===== src/rtl/flash_erase_ctl.sv =====
module flash_erase_ctl #(
  parameter logic [7:0] TRIG_ADDR = 8'h94,
  parameter logic [7:0] PAGE_ADDR = 8'hB7,
  parameter logic [7:0] CTRL_ADDR = 8'hB2,
  parameter logic [7:0] CODE_PAGE = 8'h55,
  parameter logic [7:0] CODE_MASS = 8'hAA
) (
  input  logic       clk,
  input  logic       rst_n,
  input  logic       sfr_wr,
  input  logic [7:0] sfr_addr,
  input  logic [7:0] sfr_wdata,
  output logic [7:0] sfr_rdata,
  input  logic       irq_en,
  input  logic       dbg_en,
  input  logic       xmem_wr,
  input  logic       erase_done,
  output logic       erase_req,
  output logic       erase_mass,
  output logic [6:0] erase_page,
  output logic       busy,
  output logic       prog_sel,
  output logic       read_protect
);

  logic [7:0] page_reg;
  logic       page_armed, mass_en, pwe, secure;

  wire wr_trig = sfr_wr && sfr_addr == TRIG_ADDR && !busy;
  wire wr_page = sfr_wr && sfr_addr == PAGE_ADDR;
  wire wr_ctrl = sfr_wr && sfr_addr == CTRL_ADDR;
  wire try_page = wr_trig && sfr_wdata == CODE_PAGE;
  wire try_mass = wr_trig && sfr_wdata == CODE_MASS;
  wire go_page = try_page && page_armed;
  wire go_mass = try_mass && mass_en && dbg_en;
  wire go = go_page || go_mass;

  always_ff @(posedge clk or negedge rst_n) begin
    if (!rst_n) begin
      page_reg   <= '0;
      page_armed <= 1'b0;
      mass_en    <= 1'b0;
      pwe        <= 1'b0;
      secure     <= 1'b0;
      erase_req  <= 1'b0;
      erase_mass <= 1'b0;
      erase_page <= '0;
      busy       <= 1'b0;
    end else begin
      erase_req <= go;
      if (wr_page) begin
        page_reg   <= sfr_wdata;
        page_armed <= 1'b1;
      end
      if (wr_ctrl) begin
        mass_en <= sfr_wdata[1];
        secure  <= secure | sfr_wdata[6];
        if (!irq_en) pwe <= sfr_wdata[0];
      end
      if (xmem_wr && pwe) pwe <= 1'b0;
      if (try_page || go) page_armed <= 1'b0;
      if (try_mass || go) mass_en <= 1'b0;
      if (go) begin
        erase_mass <= go_mass;
        erase_page <= page_reg[7:1];
        busy       <= 1'b1;
      end else if (erase_done) begin
        busy <= 1'b0;
      end
    end
  end

  assign prog_sel     = pwe;
  assign read_protect = secure;

  always_comb begin
    sfr_rdata = 8'h00;
    if (sfr_addr == PAGE_ADDR) sfr_rdata = page_reg;
    else if (sfr_addr == CTRL_ADDR) sfr_rdata = {1'b0, secure, 4'b0000, mass_en, pwe};
  end

  p_req_from_idle_r6: assert property (@(posedge clk) disable iff (!rst_n)
    $rose(erase_req) |-> !$past(busy));
  p_busy_with_req_r6: assert property (@(posedge clk) disable iff (!rst_n)
    erase_req |-> busy);
  p_done_clears_r6: assert property (@(posedge clk) disable iff (!rst_n)
    (busy && erase_done && !erase_req) |=> !busy);
  p_mass_needs_dbg_r3: assert property (@(posedge clk) disable iff (!rst_n)
    $rose(erase_req) && erase_mass |-> $past(dbg_en));
  p_req_one_cycle_r2: assert property (@(posedge clk) disable iff (!rst_n)
    erase_req |=> !erase_req);
  p_irq_lock_r7: assert property (@(posedge clk) disable iff (!rst_n)
    (irq_en && !xmem_wr) |=> $stable(prog_sel));
  p_self_clear_r8: assert property (@(posedge clk) disable iff (!rst_n)
    (xmem_wr && prog_sel) |=> !prog_sel);
  p_secure_sticky_r9: assert property (@(posedge clk) disable iff (!rst_n)
    read_protect |=> read_protect);

endmodule


===== config.mk =====
export PLATFORM = sky130hd
export DESIGN_NAME = flash_erase_ctl
export DESIGN_NICKNAME = d
export VERILOG_FILES = /design/src/rtl/flash_erase_ctl.sv
export SDC_FILE = /design/constraint.sdc
export NUM_CORES = 1
export LEC_CHECK = 0
export ABC_AREA = 1
export BUFFER_PORTS_ARGS = -buffer_cell sky130_fd_sc_hd__buf_2
export CORE_MARGIN = 4
export CORE_UTILIZATION = 52
export DETAILED_ROUTE_END_ITERATION = 12
export GPL_TIMING_DRIVEN = 0
export PLACE_DENSITY = 0.86
export SLEW_MARGIN = 40
export SYNTH_ARGS = -nofsm -noshare
export SYNTH_HDL_FRONTEND = slang
export SYNTH_SLANG_ARGS = --single-unit

===== constraint.sdc =====
create_clock -name clk -period 3.6 [get_ports clk]
set_input_delay 0.36 -clock clk [delete_from_list [all_inputs] [get_ports clk]]
set_output_delay 0.36 -clock clk [all_outputs]
set_load 0.005 [all_outputs]

==> results of run 1 <==
synth_stat cells, drive strengths merged:
master / count / area, um^2
a21oi: 1 / 5.00
buf: 3 / 33.8
clkinv: 1 / 5.00
dfrtp: 22 / 551
inv: 21 / 78.8
nand2: 48 / 183
nand3: 12 / 100
nand3b: 2 / 15.0
nand4: 4 / 37.5
nor2: 17 / 76.3
nor3: 1 / 5.00
o211ai: 1 / 7.51
o21ai: 10 / 50.1
o22ai: 2 / 12.5
power breakdown:
part / internal, W / switching, W / total, W
combinational: 0.0000164 / 0.0000264 / 0.0000428
sequential: 0.000255 / 0.00000507 / 0.000260
clock: 0.0000391 / 0.0000712 / 0.000110
total: 0.000311 / 0.000103 / 0.000413
critical path, cell delays in order:
cell	delay, ns
buf_2	0.11
inv_1	0.05
nand4_1	0.12
nand3b_1	0.36
o21ai_0	0.24
buf_2	0.14
layer usage:
layer  GRT usage (%)  vias up
met3            3.73        7
met2            36.3       49
met5               0        -
met4            6.25        0
li1                -      548
met1            22.1      509
metrics by stage:
stage / cells / utilization, % / area [um^2]
2_1_floorplan: 145 / - / 1160
3_3_place_gp: 214 / 68.8 / 1400
3_5_place_dp: 214 / 68.8 / 1400
4_1_cts: 217 / 69.9 / 1430
5_1_grt: 217 / 69.9 / 1430
6_report: 217 / 69.9 / 1430
how the worst max path moves through the flow:
stage | startpoint | to | slack, ns
final | sfr_addr[3] | sfr_rdata[0] | 1.86
after global routing | sfr_addr[6] | sfr_rdata[0] | 1.76
after CTS | sfr_addr[6] | sfr_rdata[0] | 1.87
after detailed placement | sfr_addr[6] | sfr_rdata[0] | 1.87
after global placement | sfr_addr[6] | sfr_rdata[0] | 1.87
after floorplan | sfr_addr[6] | sfr_rdata[0] | 2.23
final cells by class:
cell class | instances | area (um^2) | area share [%]
Buffer | 3 | 33.8 | 2.37
Clock buffer | 3 | 22.5 | 1.58
Inverter | 22 | 83.8 | 5.88
Multi-Input combinational cell | 98 | 492 | 34.5
Sequential cell | 22 | 551 | 38.6
Tap cell | 27 | 33.8 | 2.37
Timing Repair Buffer | 42 | 210 | 14.7
logic make-up (layout without fill, tap and decap cells):
| logic type | count (synthesis) | in the layout |
|---|---|---|
| AND/OR/NAND/NOR | 84 | 84 |
| buffers and inverters | 25 | 70 |
| AO/OA/AOI/OAI | 14 | 14 |
| flip-flops | 22 | 22 |
layout by cell type, fill, tap and decap left out, types with 4 or more instances in the layout:
| master | instances |
|---|---|
| nand2_1 | 47 |
| inv_1 | 21 |
| nand3_1 | 4 |
| dfrtp_1 | 22 |
| nor2_1 | 12 |
| buf_2 | 42 |
| nand3_2 | 8 |
| nor2_2 | 5 |
| o21ai_0 | 10 |
==> results.ini, run 1 <==
[die]
start_util_pct = 56.8
die_w_um = 55.2
rows = 16
dieArea_um2 = 3050
core_um2 = 2040
io_pins = 43
fp.dieH_um = 55.2

[routing]
met1Wirelength_um = 1120
firstDrtPassIters = 4
wirelength_um = 2840
vias = 1113
wl_per_cell_um = 13.1
top_layer = met4
antenna_left = 0
viasPerCell = 5.13
met3_length_um = 214
route.detailed.drc = 0
wl_met2_um = 1480
drt_iter0_markers = 34

[power_and_ir_drop]
finalPower_w = 0.000413
powerDensity_nw_per_um2 = 290
power_leakage_nw = 0.859
ir_worst_vdd_uv = 218

[placed_design]
portBuffers = 42
dp_hpwl_um = 2250
gp_congestion = 0.794
pre_cts_slack_ns = 1.87

[sta]
fin_crit_ns = 1.74
fin_ws_ns = 1.86
fin_hold_ws_ns = -0.00143
finalClockSkew_ns = 0.00298
slew_headroom_pct = 67.4
tns_ns = 0
setup_violations = 0
slew_violations = 0
worst_pin_slew_ns = 0.489
rsz0062_at_grt = false
fmax_ghz = 0.576
finalCritPeriodShare_pct = 48.3
hold_viol_final = 15

[cells_and_area]
areaGrowthSynthToFinish_pct = 23.0
largest_reg_flops = 8
antenna_cells = 0
nNetsFinal = 215
fillerInstances = 187
drive_above_1_share_pct = 34.2

[yosys]
syn_area_um2 = 1160
yosysWarnings = 0
synth_compound_area_share_pct = 6.47
synth_cell_types = 18
ys_seq_area_share_pct = 47.5
synthCells = 145
synth-xor-area-share_pct = 0
synth_nets = 168
yosys-mux-area-fraction_pct = 0
synth_top_family_by_area = simple AND/OR/NAND/NOR gates
synth_adder_area_share_pct = 0
avgSynthCellArea_um2 = 8.00
synth-seq-cells = 22
synth-simple-area-share_pct = 35.9

[clocking]
clk_pin_slew_ns = 0.11
cts_tree = yes
post_cts_buffers = 0
clock_path_buffers = 2
cts_resized = 0
cts_buffers = 3
h-tree-depth = 1
ctsHoldBuffers = 0
cts_root_buf = clkbuf_4
worstSkewPairLatency_ns = 0.31
clock-sinks = 22

[run_status]
status = complete, but fails checks
violations = negative hold slack

[min_path]
hold_class = primary input to async pin

[global_route]
grt_use_total_pct = 19.5
grt_max_degree = 23
grt_pass1_vias = 1113
antenna_found_initial = 0
grt_pass1_wl_um = 4830
overflow = 0

[critical_path]
rr_worst_depth = 7
r2r-start = busy
rrSetupSlack_ns = 2.28
worst-setup-path-type = primary input to output pin
cp-start-kind = primary input
worstPathRequired_ns = 3.24
crit_path_end_kind = output pin
arrival_ns = 1.38
r2r_end = erase_page[2]
crit_fanout = 8

[job]
cap_viol_max_count = 0

Note: power is estimated with default switching activity, not from simulation.
==> inputs of run 2 (changes only) <==
- CORE_ASPECT_RATIO: not set -> 1.75
- CORE_UTILIZATION: 52 -> 43
- PLACE_DENSITY: 0.86 -> 0.76
- clock period: 3.6 -> 1.45 ns (I/O delays scaled with it)
==> results.ini, run 2 (synthesis gave the netlist of run 1 again) <==
[clocking]
cts_tree = yes
cts_root_buf = clkbuf_8
h-tree-depth = 1  ; unchanged
clk_pin_slew_ns = 0.08  ; -0.03 ns
clock_path_buffers = 2  ; unchanged
post_cts_buffers = 0  ; unchanged
clock-sinks = 22  ; unchanged
cts_buffers = 3  ; unchanged
worstSkewPairLatency_ns = 0.26  ; -0.05 ns

[placed_design]
dp_hpwl_um = 2080  ; -7.5%
portBuffers = 42  ; unchanged
pre_cts_slack_ns = 0.156  ; -1.72 ns
gp_congestion = 0.786  ; -1.1%
place_area_um2 = 1400  ; about the same
dp_cells = 213  ; -0.47%

[routing]
drt_iter0_markers = 20  ; -41%
viasPerCell = 4.76  ; -7.2%
firstDrtPassIters = 4  ; unchanged
route.detailed.drc = 0  ; unchanged
antenna_left = 0  ; unchanged
wl_per_cell_um = 11.3  ; -14%
vias = 1038  ; -6.7%
wirelength_um = 2470  ; -13%

[job]
cap_viol_max_count = 0  ; unchanged

[die]
io_pins = 43  ; unchanged
start_util_pct = 45.4  ; -11 points
rows = 24  ; +8
core_um2 = 2550  ; +25%
die_w_um = 47.3  ; -14%
dieArea_um2 = 3630  ; +19%
fp.dieH_um = 76.7  ; +39%

[power_and_ir_drop]
finalPower_w = 0.00131  ; +220%
ir_worst_vdd_uv = 687  ; +220%
power_leakage_nw = 0.885  ; +3.0%
powerDensity_nw_per_um2 = 883  ; +200%

[critical_path]
rrSetupSlack_ns = 0.16  ; -2.12 ns
r2r_end = erase_page[4]
worstPathRequired_ns = 1.60  ; -1.64 ns
path_depth = 7  ; +1
r2r-start = busy
cp_top_family = simple AND/OR/NAND/NOR gates
crit_end = erase_page[4]
startpoint = busy
worst-setup-path-type = flip-flop to flip-flop
path_buf_inv = 2  ; -1
cp-start-kind = flip-flop
crit_slowest_cell = dfrtp_1
path_cells = inv_1 -> nand3_1 -> nor2_2 -> nand4_2 -> buf_6 -> nand3_2 -> nand2_1
arrival_ns = 1.43  ; +0.05 ns
crit_path_end_kind = flip-flop
rr_worst_depth = 7  ; unchanged
crit_fanout = 10  ; +2
max_stage_delay_ns = 0.38  ; +0.02 ns

[cells_and_area]
final_common_cell = nand2_1
multi_input_area_um2 = 492  ; unchanged
regArea_um2 = 551  ; unchanged
design_area_um2 = 1480  ; +4.0%
areaGrowthSynthToFinish_pct = 27.9
fin_cells = 218  ; +0.46%
mostFrequentLayoutCells = nand2_1, buf_2, dfrtp_1
largest_reg_flops = 8  ; unchanged
nNetsFinal = 216  ; +0.47%
fillerInstances = 228  ; +22%
antenna_cells = 0  ; unchanged
drive_above_1_share_pct = 34.4  ; +0.16 points

[sta]
rsz0062_at_grt = false
tns_ns = 0  ; unchanged
setup_violations = 0  ; unchanged
hold_viol_final = 0  ; -15
fmax_ghz = 0.778
slew_headroom_pct = 68.7  ; +1.2 points
finalCritPeriodShare_pct = 88.6
slew_violations = 0  ; unchanged
fin_ws_ns = 0.165  ; -1.70 ns
fin_crit_ns = 1.29
finalClockSkew_ns = 0.0114  ; +0.00841 ns
worst_pin_slew_ns = 0.470  ; -0.0185 ns

[global_route]
antenna_found_initial = 0  ; unchanged
met3_usage_pct = 1.41  ; -2.3 points
use_met2_pct = 27.2  ; -9.2 points
use_met1_pct = 16.7  ; -5.3 points
grt_use_total_pct = 15.0  ; -4.5 points
grt_pass1_wl_um = 4150  ; -14%
grt_max_degree = 23  ; unchanged
overflow = 0  ; unchanged
top_usage_layer = met2
grt_pass1_vias = 1031  ; -7.4%

[run_status]
status = complete, no violations

[min_path]
hold_class = primary input to flip-flop

## run 2: cell types whose count changed in the layout (fill, tap and decap cells not counted)
cell           before  now
clkbuf_4            3    0
clkbuf_8            0    3
dlygate4sd3_1       0    1
bufinv_16           0    1
## run 2: worst reg2reg max path: stages (launching register included)
cell	delay, ns
dfrtp_1	0.38
inv_1	0.08
nand3_1	0.10
nor2_2	0.17
nand4_2	0.14
buf_6	0.18
nand3_2	0.07
nand2_1	0.05
## run 2: through the flow
step,hold WS [ns],utilization (%)
finish,0.0681,58.1
global route,0.0605,58.1
CTS,0.0719,58.1
detailed placement,0.130,55.0
global placement,0.122,55.0
floorplan,-0.151,-
## run 2: metal layers
layer  wire length [um]  vias up
met5                  0        -
met1                963      461
met2               1350       28
li1                   -      545
met3                115        4
met4                 35        0
## run 2: worst min path at each step
| stage | startpoint | endpoint | slack, ns | cells after the start |
|---|---|---|---|---|
| detailed placement | rst_n | erase_mass | 0.13 | 1 |
| global placement | rst_n | busy | 0.12 | 1 |
| global route | erase_done | busy | 0.06 | 2 |
| finish | erase_done | busy | 0.07 | 2 |
| CTS | erase_done | busy | 0.07 | 2 |
| floorplan | rst_n | busy | -0.15 | 0 |
## run 2: timing repair
action | in CTS | in global routing
endpoints found under the hold margin | 22 | 0
resized for setup | 0 | 0
hold buffers | 1 | 0
## run 2: cell type report
type | instances | area share (%)
Timing Repair Buffer | 43 | 14.8
Tap cell | 26 | 2.19
Clock buffer | 3 | 2.78
Inverter | 22 | 5.65
Multi-Input combinational cell | 98 | 33.1
Buffer | 3 | 2.28
Sequential cell | 22 | 37.1
Clock inverter | 1 | 2.02
## run 2: power by group
group / switching, W / internal, W
logic: 0.0000632 / 0.0000425
clock network: 0.000191 / 0.000368
registers: 0.0000109 / 0.000634
==> inputs of run 3 (changes only) <==
- CAP_MARGIN: not set -> 20
- CORE_UTILIZATION: 43 -> 48
- GPL_TIMING_DRIVEN: 0 -> not set
- PLACE_DENSITY: 0.76 -> 0.8
- clock period: 1.45 -> 1.22 ns (I/O delays scaled with it)
==> results.ini, run 3 (synthesis gave the netlist of run 1 again) <==
[sta]
slew_headroom_pct = 65.6  ; -3.0 points
fin_crit_ns = 1.25  ; -0.0398 ns
fin_ws_ns = -0.0256  ; -0.190 ns
setup_violations = 7  ; +7
rsz0062_at_grt = true
slew_violations = 0  ; unchanged
fmax_ghz = 0.803  ; +3.2%
finalClockSkew_ns = 0.00388  ; -0.00750 ns
worst_pin_slew_ns = 0.516  ; +0.0455 ns
finalCritPeriodShare_pct = 102  ; +13 points
hold_viol_final = 0  ; unchanged

[routing]
antenna_left = 0  ; unchanged
viasPerCell = 5.12  ; +7.4%
firstDrtPassIters = 4  ; unchanged
vias = 1151  ; +11%
wl_per_cell_um = 13.6  ; +20%
wirelength_um = 3050  ; +24%
route.detailed.drc = 0  ; unchanged
drt_iter0_markers = 29  ; +45%

[clocking]
cts_root_buf = clkbuf_8
worstSkewPairLatency_ns = 0.27  ; about the same
clock_path_buffers = 2  ; unchanged
h-tree-depth = 1  ; unchanged
clk_pin_slew_ns = 0.08  ; about the same
cts_buffers = 3  ; unchanged
cts_tree = yes
clock-sinks = 22  ; unchanged

[cells_and_area]
final_common_cell = nand2_1
drive_above_1_share_pct = 38.5  ; +4.1 points
largest_reg_flops = 8  ; unchanged
design_area_um2 = 1560  ; +5.4%
mostFrequentLayoutCells = nand2_1, buf_2, dfrtp_1
nNetsFinal = 224  ; +3.7%
fillerInstances = 191  ; -16%
antenna_cells = 0  ; unchanged
areaGrowthSynthToFinish_pct = 34.8

[run_status]
status = complete, but fails checks
violations = negative setup slack

[placed_design]
place_area_um2 = 1430  ; +1.8%
portBuffers = 42  ; unchanged
gp_congestion = 0.822  ; +4.6%
dp_hpwl_um = 2380  ; +14%

[critical_path]
path_cells = inv_2 -> nand3_4 -> nor2_4 -> nand4_4 -> buf_6 -> nand3_2 -> nand2_1
crit_path_end_kind = flip-flop
cp-start-kind = flip-flop
worst-setup-path-type = flip-flop to flip-flop
arrival_ns = 1.41  ; -0.02 ns
worstPathRequired_ns = 1.38  ; -0.22 ns
crit_slowest_cell = dfrtp_1
crit_fanout = 5  ; -5
max_stage_delay_ns = 0.39  ; about the same

[job]
cap_viol_max_count = 0  ; unchanged

[power_and_ir_drop]
powerDensity_nw_per_um2 = 922  ; +4.5%
finalPower_w = 0.00144  ; +10%
power_leakage_nw = 0.927  ; +4.7%
ir_worst_vdd_uv = 597  ; -13%

[global_route]
overflow = 0  ; unchanged
grt_pass1_vias = 1173  ; +14%
grt_max_degree = 23  ; unchanged
grt_pass1_wl_um = 5090  ; +22%
grt_use_total_pct = 20.5  ; +5.5 points
antenna_found_initial = 0  ; unchanged

[die]
fp.dieH_um = 73.0  ; -4.8%
die_w_um = 45.2  ; -4.4%
core_um2 = 2300  ; -9.8%
rows = 23  ; -4.2%
dieArea_um2 = 3300  ; -9.0%
io_pins = 43  ; unchanged
start_util_pct = 50.4  ; +4.9 points

[min_path]
hold_class = primary input to flip-flop

-- run 3: per-stage QoR --
stage | utilization, % | setup TNS [ns] | std cells | setup slack [ns] | hold WS (ns)
finish | 67.9 | -0.107 | 225 | -0.0256 | 0.0378
floorplan | - | 0 | 145 | 0.0353 | -0.174
global placement | 62.0 | -0.260 | 217 | -0.0388 | 0.105
CTS | 67.0 | -0.113 | 224 | -0.0227 | 0.0488
global route | 67.9 | -1.05 | 225 | -0.128 | 0.0656
detailed placement | 62.0 | -1.06 | 217 | -0.148 | 0.116
-- run 3: final timing paths --
path / slack, ns / endpoint / depth (start not counted) / start
max in group asynchronous: 0.52 / erase_page[3] / 2 / rst_n
hold / removal: 0.04 / busy / 2 / erase_done
hold reg to reg: 0.47 / erase_page[2] / 2 / page_reg[3]
min in group asynchronous: 0.34 / page_reg[1] / 2 / rst_n
setup / recovery: -0.03 / erase_page[5] / 7 / busy
setup reg to reg: -0.03 / erase_page[5] / 7 / busy
-- run 3: area by class of cell --
cell class	instances	area [um^2]	area share [%]
Sequential cell	22	551	35.2
Inverter	22	83.8	5.36
Timing Repair Buffer	54	314	20.1
Tap cell	25	31.3	2.00
Multi-Input combinational cell	98	529	33.8
Clock buffer	4	55.1	3.52
-- run 3: timing repair --
| action | 4_1_cts | 5_1_grt |
|---|---|---|
| endpoints found under the setup margin | 9 | 13 |
| pin swaps | 9 | 0 |
| resized for setup | 7 | 3 |
| hold buffers | 1 | 0 |
| endpoints found under the hold margin | 22 | 0 |
| setup buffers | 2 | 1 |
-- run 3: critical path: cells and delay by family (launching register included) --
kind          cells  cell delay (ns)
flops             1             0.39
simple gates      5             0.49
buf+inv           2             0.26
-- run 3: power breakdown --
part	switching (W)	internal, W
registers	0.0000132	0.000753
clock network	0.000250	0.000289
logic	0.0000823	0.0000554
-- run 3: routing by layer --
metal	share of wire, %	GRT usage, %
met4	1.9	6.84
met5	0	0
met1	35	21.4
met2	59	39.0
met3	4.4	3.21
